--- config.mk ---
export PLATFORM = sky130hd
export DESIGN_NAME = tmr_bus_if
export DESIGN_NICKNAME = d
export VERILOG_FILES = /design/src/rtl/tmr_bus_pkg.sv /design/src/rtl/tmr_addr_dec.sv /design/src/rtl/tmr_chan_regs.sv /design/src/rtl/tmr_rd_mux.sv /design/src/rtl/tmr_bus_if.sv
export SDC_FILE = /design/constraint.sdc
export NUM_CORES = 1
export LEC_CHECK = 0
export BUFFER_PORTS_ARGS = -buffer_cell sky130_fd_sc_hd__buf_2
export CORE_MARGIN = 2
export CORE_UTILIZATION = 54
export DETAILED_ROUTE_END_ITERATION = 8
export PLACE_DENSITY_LB_ADDON = 0.1
export REMOVE_ABC_BUFFERS = 1
export SYNTH_ARGS = -nofsm -noshare
export SYNTH_HDL_FRONTEND = slang
export SYNTH_SLANG_ARGS = --single-unit
--- constraint.sdc ---
create_clock -name clk -period 3.4 [get_ports clk]
set_input_delay 0.17 -clock clk [delete_from_list [all_inputs] [get_ports clk]]
set_output_delay 0.17 -clock clk [all_outputs]
set_load 0.01 [all_outputs]
--- src/rtl/tmr_bus_pkg.sv ---
package tmr_bus_pkg;

    localparam int BYTE_W = 8;
    localparam int CNT_W  = 2 * BYTE_W;
    localparam int MODE_W = 3;

    typedef enum logic [1:0] {
        ACC_LATCH = 2'b00,
        ACC_LO    = 2'b01,
        ACC_HI    = 2'b10,
        ACC_LOHI  = 2'b11
    } acc_e;

    typedef enum logic {
        WP_LOW  = 1'b0,
        WP_HIGH = 1'b1
    } wptr_e;

    typedef enum logic [1:0] {
        RS_LIVE_LO = 2'b00,
        RS_LIVE_HI = 2'b01,
        RS_HOLD_LO = 2'b10,
        RS_HOLD_HI = 2'b11
    } rstate_e;

endpackage

--- src/rtl/tmr_addr_dec.sv ---
module tmr_addr_dec
    import tmr_bus_pkg::*;
#(
    parameter int NCH = 3,
    parameter int AW  = 2
) (
    input  logic              cs,
    input  logic              rd,
    input  logic              wr,
    input  logic [AW-1:0]     addr,
    input  logic [BYTE_W-1:0] wdata,
    output logic [NCH-1:0]    ctl_we,
    output logic [NCH-1:0]    cnt_we,
    output logic [NCH-1:0]    cnt_re
);

    localparam logic [AW-1:0] CTL_ADDR = AW'(NCH);

    logic ctl_hit;
    assign ctl_hit = cs && wr && (addr == CTL_ADDR);

    for (genvar i = 0; i < NCH; i++) begin : g_dec
        // Channel field values that name no channel select nothing.
        assign ctl_we[i] = ctl_hit && (wdata[7:6] == 2'(i));
        assign cnt_we[i] = cs && wr && (addr == AW'(i));
        assign cnt_re[i] = cs && rd && (addr == AW'(i));
    end

endmodule

--- src/rtl/tmr_chan_regs.sv ---
module tmr_chan_regs
    import tmr_bus_pkg::*;
(
    input  logic              clk,
    input  logic              rst_n,
    input  logic              ctl_we,
    input  logic              cnt_we,
    input  logic              cnt_re,
    input  logic [BYTE_W-1:0] wdata,
    input  logic [CNT_W-1:0]  live,
    output logic              load_stb,
    output logic              lsb_stb,
    output logic [CNT_W-1:0]  init_cnt,
    output logic [MODE_W-1:0] mode,
    output logic              bcd,
    output acc_e              acc,
    output logic [BYTE_W-1:0] rbyte
);

    acc_e             acc_f;
    logic             is_latch;
    logic             is_mode;
    logic             latch_take;
    wptr_e            wstate, wnext;
    rstate_e          rstate, rnext;
    logic [CNT_W-1:0] hold;

    assign acc_f      = acc_e'(wdata[5:4]);
    assign is_latch   = ctl_we && (acc_f == ACC_LATCH);
    assign is_mode    = ctl_we && (acc_f != ACC_LATCH);
    assign latch_take = is_latch && (rstate == RS_LIVE_LO || rstate == RS_LIVE_HI);

    // Configuration register
    always_ff @(posedge clk or negedge rst_n) begin
        if (!rst_n) begin
            mode <= '0;
            bcd  <= 1'b0;
            acc  <= ACC_LOHI;
        end else if (is_mode) begin
            mode <= wdata[3:1];
            bcd  <= wdata[0];
            acc  <= acc_f;
        end
    end

    // Next state of write sequencer
    always_comb begin
        wnext = wstate;
        if (is_mode) begin
            wnext = WP_LOW;
        end else if (cnt_we && acc == ACC_LOHI) begin
            unique case (wstate)
                WP_LOW:  wnext = WP_HIGH;
                WP_HIGH: wnext = WP_LOW;
            endcase
        end
    end

    // Next state of read sequencer
    always_comb begin
        rnext = rstate;
        if (is_mode) begin
            rnext = RS_LIVE_LO;
        end else begin
            unique case (rstate)
                RS_LIVE_LO: begin
                    if (is_latch)                     rnext = RS_HOLD_LO;
                    else if (cnt_re && acc == ACC_LOHI) rnext = RS_LIVE_HI;
                end
                RS_LIVE_HI: begin
                    if (is_latch)    rnext = RS_HOLD_LO;
                    else if (cnt_re) rnext = RS_LIVE_LO;
                end
                RS_HOLD_LO: if (cnt_re) rnext = RS_HOLD_HI;
                RS_HOLD_HI: if (cnt_re) rnext = RS_LIVE_LO;
            endcase
        end
    end

    // State registers
    always_ff @(posedge clk or negedge rst_n) begin
        if (!rst_n) begin
            wstate <= WP_LOW;
            rstate <= RS_LIVE_LO;
            hold   <= '0;
        end else begin
            wstate <= wnext;
            rstate <= rnext;
            if (latch_take) hold <= live;
        end
    end

    // Registered outputs toward the counting channel
    always_ff @(posedge clk or negedge rst_n) begin
        if (!rst_n) begin
            init_cnt <= '0;
            load_stb <= 1'b0;
            lsb_stb  <= 1'b0;
        end else begin
            load_stb <= 1'b0;
            lsb_stb  <= 1'b0;
            if (cnt_we) begin
                unique case (acc)
                    ACC_LO: begin
                        init_cnt <= {{BYTE_W{1'b0}}, wdata};
                        load_stb <= 1'b1;
                    end
                    ACC_HI: begin
                        init_cnt <= {wdata, {BYTE_W{1'b0}}};
                        load_stb <= 1'b1;
                    end
                    ACC_LOHI: begin
                        if (wstate == WP_LOW) begin
                            init_cnt[BYTE_W-1:0] <= wdata;
                            lsb_stb              <= 1'b1;
                        end else begin
                            init_cnt[CNT_W-1:BYTE_W] <= wdata;
                            load_stb                 <= 1'b1;
                        end
                    end
                    ACC_LATCH: ;
                endcase
            end
        end
    end

    // Read byte selection
    always_comb begin
        unique case (rstate)
            RS_LIVE_LO: rbyte = (acc == ACC_HI) ? live[CNT_W-1:BYTE_W] : live[BYTE_W-1:0];
            RS_LIVE_HI: rbyte = live[CNT_W-1:BYTE_W];
            RS_HOLD_LO: rbyte = hold[BYTE_W-1:0];
            RS_HOLD_HI: rbyte = hold[CNT_W-1:BYTE_W];
        endcase
    end


    lsb_acc_chk: assert property (@(posedge clk) disable iff (!rst_n)
        lsb_stb |-> acc == ACC_LOHI);


    lohi_half_chk: assert property (@(posedge clk) disable iff (!rst_n)
        (load_stb && acc == ACC_LOHI) |-> wstate == WP_LOW);


    latch_mode_chk: assert property (@(posedge clk) disable iff (!rst_n)
        is_latch |=> ($stable(mode) && $stable(bcd) && $stable(acc)));


    hold_stable_chk: assert property (@(posedge clk) disable iff (!rst_n)
        ((rstate == RS_HOLD_LO || rstate == RS_HOLD_HI) &&
         ($past(rstate) == RS_HOLD_LO || $past(rstate) == RS_HOLD_HI)) |-> $stable(hold));


    mode_drop_chk: assert property (@(posedge clk) disable iff (!rst_n)
        is_mode |=> rstate == RS_LIVE_LO);

endmodule

--- src/rtl/tmr_rd_mux.sv ---
module tmr_rd_mux
    import tmr_bus_pkg::*;
#(
    parameter int NCH = 3,
    parameter int AW  = 2
) (
    input  logic                  cs,
    input  logic                  rd,
    input  logic [AW-1:0]         addr,
    input  logic [NCH*BYTE_W-1:0] rbytes,
    output logic [BYTE_W-1:0]     rdata
);

    always_comb begin
        rdata = '0;
        for (int i = 0; i < NCH; i++) begin
            if (cs && rd && addr == AW'(i)) rdata = rbytes[i*BYTE_W +: BYTE_W];
        end
    end

endmodule

--- src/rtl/tmr_bus_if.sv ---
module tmr_bus_if
    import tmr_bus_pkg::*;
#(
    parameter  int NCH = 3,
    localparam int AW  = $clog2(NCH + 1)
) (
    input  logic                  clk,
    input  logic                  rst_n,
    input  logic                  cs,
    input  logic                  rd,
    input  logic                  wr,
    input  logic [AW-1:0]         addr,
    input  logic [BYTE_W-1:0]     wdata,
    output logic [BYTE_W-1:0]     rdata,
    input  logic [NCH*CNT_W-1:0]  live_cnt,
    output logic [NCH-1:0]        load_stb,
    output logic [NCH-1:0]        lsb_stb,
    output logic [NCH*CNT_W-1:0]  init_cnt,
    output logic [NCH*MODE_W-1:0] mode_o,
    output logic [NCH-1:0]        bcd_o,
    output logic [NCH*2-1:0]      acc_o
);

    logic [NCH-1:0]        ctl_we, cnt_we, cnt_re;
    logic [NCH*BYTE_W-1:0] rbytes;

    tmr_addr_dec #(.NCH(NCH), .AW(AW)) u_dec (
        .cs(cs), .rd(rd), .wr(wr), .addr(addr), .wdata(wdata),
        .ctl_we(ctl_we), .cnt_we(cnt_we), .cnt_re(cnt_re)
    );

    for (genvar i = 0; i < NCH; i++) begin : g_ch
        acc_e acc_i;
        tmr_chan_regs u_ch (
            .clk(clk), .rst_n(rst_n),
            .ctl_we(ctl_we[i]), .cnt_we(cnt_we[i]), .cnt_re(cnt_re[i]),
            .wdata(wdata),
            .live(live_cnt[i*CNT_W +: CNT_W]),
            .load_stb(load_stb[i]), .lsb_stb(lsb_stb[i]),
            .init_cnt(init_cnt[i*CNT_W +: CNT_W]),
            .mode(mode_o[i*MODE_W +: MODE_W]),
            .bcd(bcd_o[i]),
            .acc(acc_i),
            .rbyte(rbytes[i*BYTE_W +: BYTE_W])
        );
        assign acc_o[i*2 +: 2] = acc_i;
    end

    tmr_rd_mux #(.NCH(NCH), .AW(AW)) u_mux (
        .cs(cs), .rd(rd), .addr(addr), .rbytes(rbytes), .rdata(rdata)
    );


    load_onehot_chk: assert property (@(posedge clk) disable iff (!rst_n)
        $onehot0(load_stb));


    rdata_idle_chk: assert property (@(posedge clk) disable iff (!rst_n)
        !(cs && rd) |-> rdata == '0);

endmodule

==> impl_metrics.env <==
export IMPL_drt_wl_total_mm=15.0
export IMPL_synthTopCellsByCount="dfrtp_1 (123), mux2_2 (84), nand2_1 (82)"
export IMPL_wl_per_cell_um=17.0
export IMPL_synth_seq_area_share=0.508
export IMPL_start_util=0.556
export IMPL_nets=797
export IMPL_ys_types=43
export IMPL_crit_arrival_ns=2.77
export IMPL_netlist_area_leader_share=0.483
export IMPL_die_area_mm2=0.0127
export IMPL_reg2reg_from="g_ch[1].u_ch.acc[1]"
export IMPL_core_area_mm2=0.0115
export IMPL_final_util=0.679
export IMPL_firstDrtPassIters=5
export IMPL_synth_edff_count=0
export IMPL_cts_tree="done"
export IMPL_critical_path_required_ns=3.23
export IMPL_worst_slew_pin_slew_ns=1.01
export IMPL_syn_area_mm2=0.00637
export IMPL_finalMaxSlewViolations=0
export IMPL_synthCells=589
export IMPL_grt_max_degree=85
export IMPL_worst_setup_path_end_kind="output port"
export IMPL_die_x_um=113
export IMPL_clock_latency_ns=0.41
export IMPL_yosys_warnings=0
export IMPL_die_h_um=113
export IMPL_gp_congestion=0.843
export IMPL_rsz0062_at_grt="false"
export IMPL_setup_viol=0
export IMPL_power_leakage_nw=3.91
export IMPL_numCtsBuffers=17
export IMPL_synth_seq_cells=129
export IMPL_hold_violations=0
export IMPL_ys_async_sr_fraction=1.00
export IMPL_cts_sinks=129
export IMPL_r2r_end="g_ch[1].u_ch.init_cnt[10]"
export IMPL_cpPeakStageDelay_ns=0.66
export IMPL_min_path_type="in -> reg"
export IMPL_cts_htree_levels=4
export IMPL_drive_gt1_frac=0.373
export IMPL_whs_path_depth=2
export IMPL_maxSlewHeadroom=0.319
export IMPL_r2r_slack_ns=1.22
export IMPL_crit_chain="inv_1 > ha_1 > nor2_1 > mux2_2 > o211ai_1 > nand3_1 > buf_2"
export IMPL_area_growth_pct=22.2
export IMPL_crit_type="reg -> out"
export IMPL_worst_path_max_delay_cell="nor2_1"
export IMPL_drt_iter0_drc=280
export IMPL_cts_path_max_buffers=2
export IMPL_startpoint_type="flip-flop"
export IMPL_worst_hold_startpoint="live_cnt[14]"
export IMPL_synth_top_area_cell="dfrtp_1"
export IMPL_clock_fmax_mhz=340
export IMPL_fin_crit_sh=0.864
export IMPL_status="completed"
export IMPL_grt_pass1_wl_mm=24.2
export IMPL_grt_pass1_vias=4797
export IMPL_yosys_top_cells_area="dfrtp_1 (48%), mux2_2 (15%), nand2_1 (4.8%)"
export IMPL_drtAntennaViolNets=0
export IMPL_tns_ns=0
export IMPL_drc=0
export IMPL_num_io_pins=143
export IMPL_max_vdd_ir_drop_mv=0.500
export IMPL_postSynthAreaPerCell_um2=10.8
export IMPL_drv_cap=0
export IMPL_finalClockSkew_ns=0.00539
export IMPL_yosys_most_used_dff="dfrtp_1"
export IMPL_critPathMaxFanout=8
export IMPL_synth_most_common_cell="dfrtp_1"
export IMPL_p_per_area_mw_per_mm2=646
export IMPL_root_buffer="clkbuf_16"
export IMPL_vias_per_cell=5.51
export IMPL_hold_end="g_ch[0].u_ch.hold[14]"
export IMPL_path_clk_slew_ns=0.05
export IMPL_port_buffers=142
export IMPL_cts_resized_gates=0
export IMPL_vias=4863
export IMPL_final_min_clock_period_ns=2.94
export IMPL_power_mw=5.03
export IMPL_row_count=39
export IMPL_reg2reg_depth=5
export IMPL_track_usage=0.246
export IMPL_dp_final_hpwl_mm=10.5
export IMPL_overflow=0
export IMPL_antenna_found_initial=1
what timing repair did:
item,4_1_cts,5_1_grt
hold buffers,17,2
buffers inserted,0,0
endpoints found under the hold margin,59,2
state kept, by name (all words and copies together), names as in the netlist:
name	flops
g_ch.u_ch.init_cnt	48
g_ch.u_ch.wstate	3
g_ch.u_ch.acc	6
g_ch.u_ch.lsb_stb	3
g_ch.u_ch.load_stb	3
g_ch.u_ch.bcd	3
g_ch.u_ch.hold	48
g_ch.u_ch.mode	9
g_ch.u_ch.rstate	6
cells in the final DEF (no fill, tap or decap), types with 7 or more instances in the layout:
master / instances
dlygate4sd3_1: 19
ha_1: 9
buf_2: 141
nand2_1: 82
o211ai_1: 27
clkbuf_1: 7
o21ai_0: 33
dfrtp_1: 123
nand3_1: 48
mux2_2: 84
inv_1: 30
nor2_1: 16
mux2i_1: 24
clkbuf_16: 17
logic make-up (layout without fill, tap and decap cells):
| logic type | after synthesis | after routing | share of synthesized area |
|---|---|---|---|
| XOR/XNOR | 4 | 4 | 0.00550 |
| AND/OR/NAND/NOR | 183 | 183 | 0.147 |
| multiplexers | 108 | 108 | 0.186 |
| AO/OA/AOI/OAI | 81 | 81 | 0.0830 |
| other | 0 | 1 | 0 |
| adder cells (fa/ha/maj) | 9 | 9 | 0.0177 |
| flip-flops | 129 | 129 | 0.508 |
| buffers and inverters | 75 | 224 | 0.0534 |
worst max-delay path: cells and delay by family, from the launching register on:
| kind | cells | cell delay, ns |
|---|---|---|
| AOI/OAI and AO/OA | 1 | 0.17 |
| adders and majority gates | 1 | 0.23 |
| buffers and inverters | 2 | 0.22 |
| and+or+nand+nor | 2 | 0.78 |
| muxes | 1 | 0.41 |
| DFF | 1 | 0.55 |
how the worst max path moves through the flow:
stage	start	endpoint	cells past startpoint
6_report	g_ch[2].u_ch.acc[0]	rdata[6]	7
5_1_grt	g_ch[2].u_ch.acc[0]	rdata[4]	7
4_1_cts	g_ch[2].u_ch.acc[0]	rdata[6]	7
3_5_place_dp	g_ch[2].u_ch.acc[0]	rdata[6]	7
3_3_place_gp	g_ch[2].u_ch.acc[0]	rdata[6]	7
2_1_floorplan	g_ch[0].u_ch.acc[0]	rdata[2]	6
layout make-up:
class                      count  area, um^2
antenna                        1        2.50
clock buffer                  26         479
clock inverter                 6        58.8
fill                         926        3680
inverter                      30         113
multi-input combinational    385        2800
sequential                   129        3240
tap                          143         179
timing repair buffer         162         923
routing by layer:
layer | share of wire | up-vias | GRT usage
li1 | - | 2319 | -
met1 | 0.44 | 2380 | 0.331
met2 | 0.48 | 144 | 0.397
met3 | 0.055 | 20 | 0.0562
met4 | 0.018 | 0 | 0.0854
met5 | 0 | - | 0
where the power goes:
group | total [mW] | switching, mW | leakage, nW | internal (mW)
clock | 1.65 | 0.610 | 0.266 | 1.04
combinational | 1.23 | 0.675 | 1.97 | 0.560
sequential | 2.15 | 0.259 | 1.68 | 1.89
total | 5.03 | 1.54 | 3.91 | 3.49
through the flow:
| stage | hold slack [ns] | cells | cell area (um^2) | worst slack [ns] |
|---|---|---|---|---|
| 2_1_floorplan | -0.126 | 544 | 6150 | 1.34 |
| 3_3_place_gp | 0.208 | 830 | 7060 | 0.950 |
| 5_1_grt | 0.00867 | 882 | 7790 | 0.318 |
| 3_5_place_dp | 0.217 | 830 | 7060 | 0.877 |
| 6_report | 0.0129 | 882 | 7790 | 0.461 |
| 4_1_cts | 0.000517 | 879 | 7770 | 0.407 |
No activity file was read; power rests on OpenSTA's default activity.
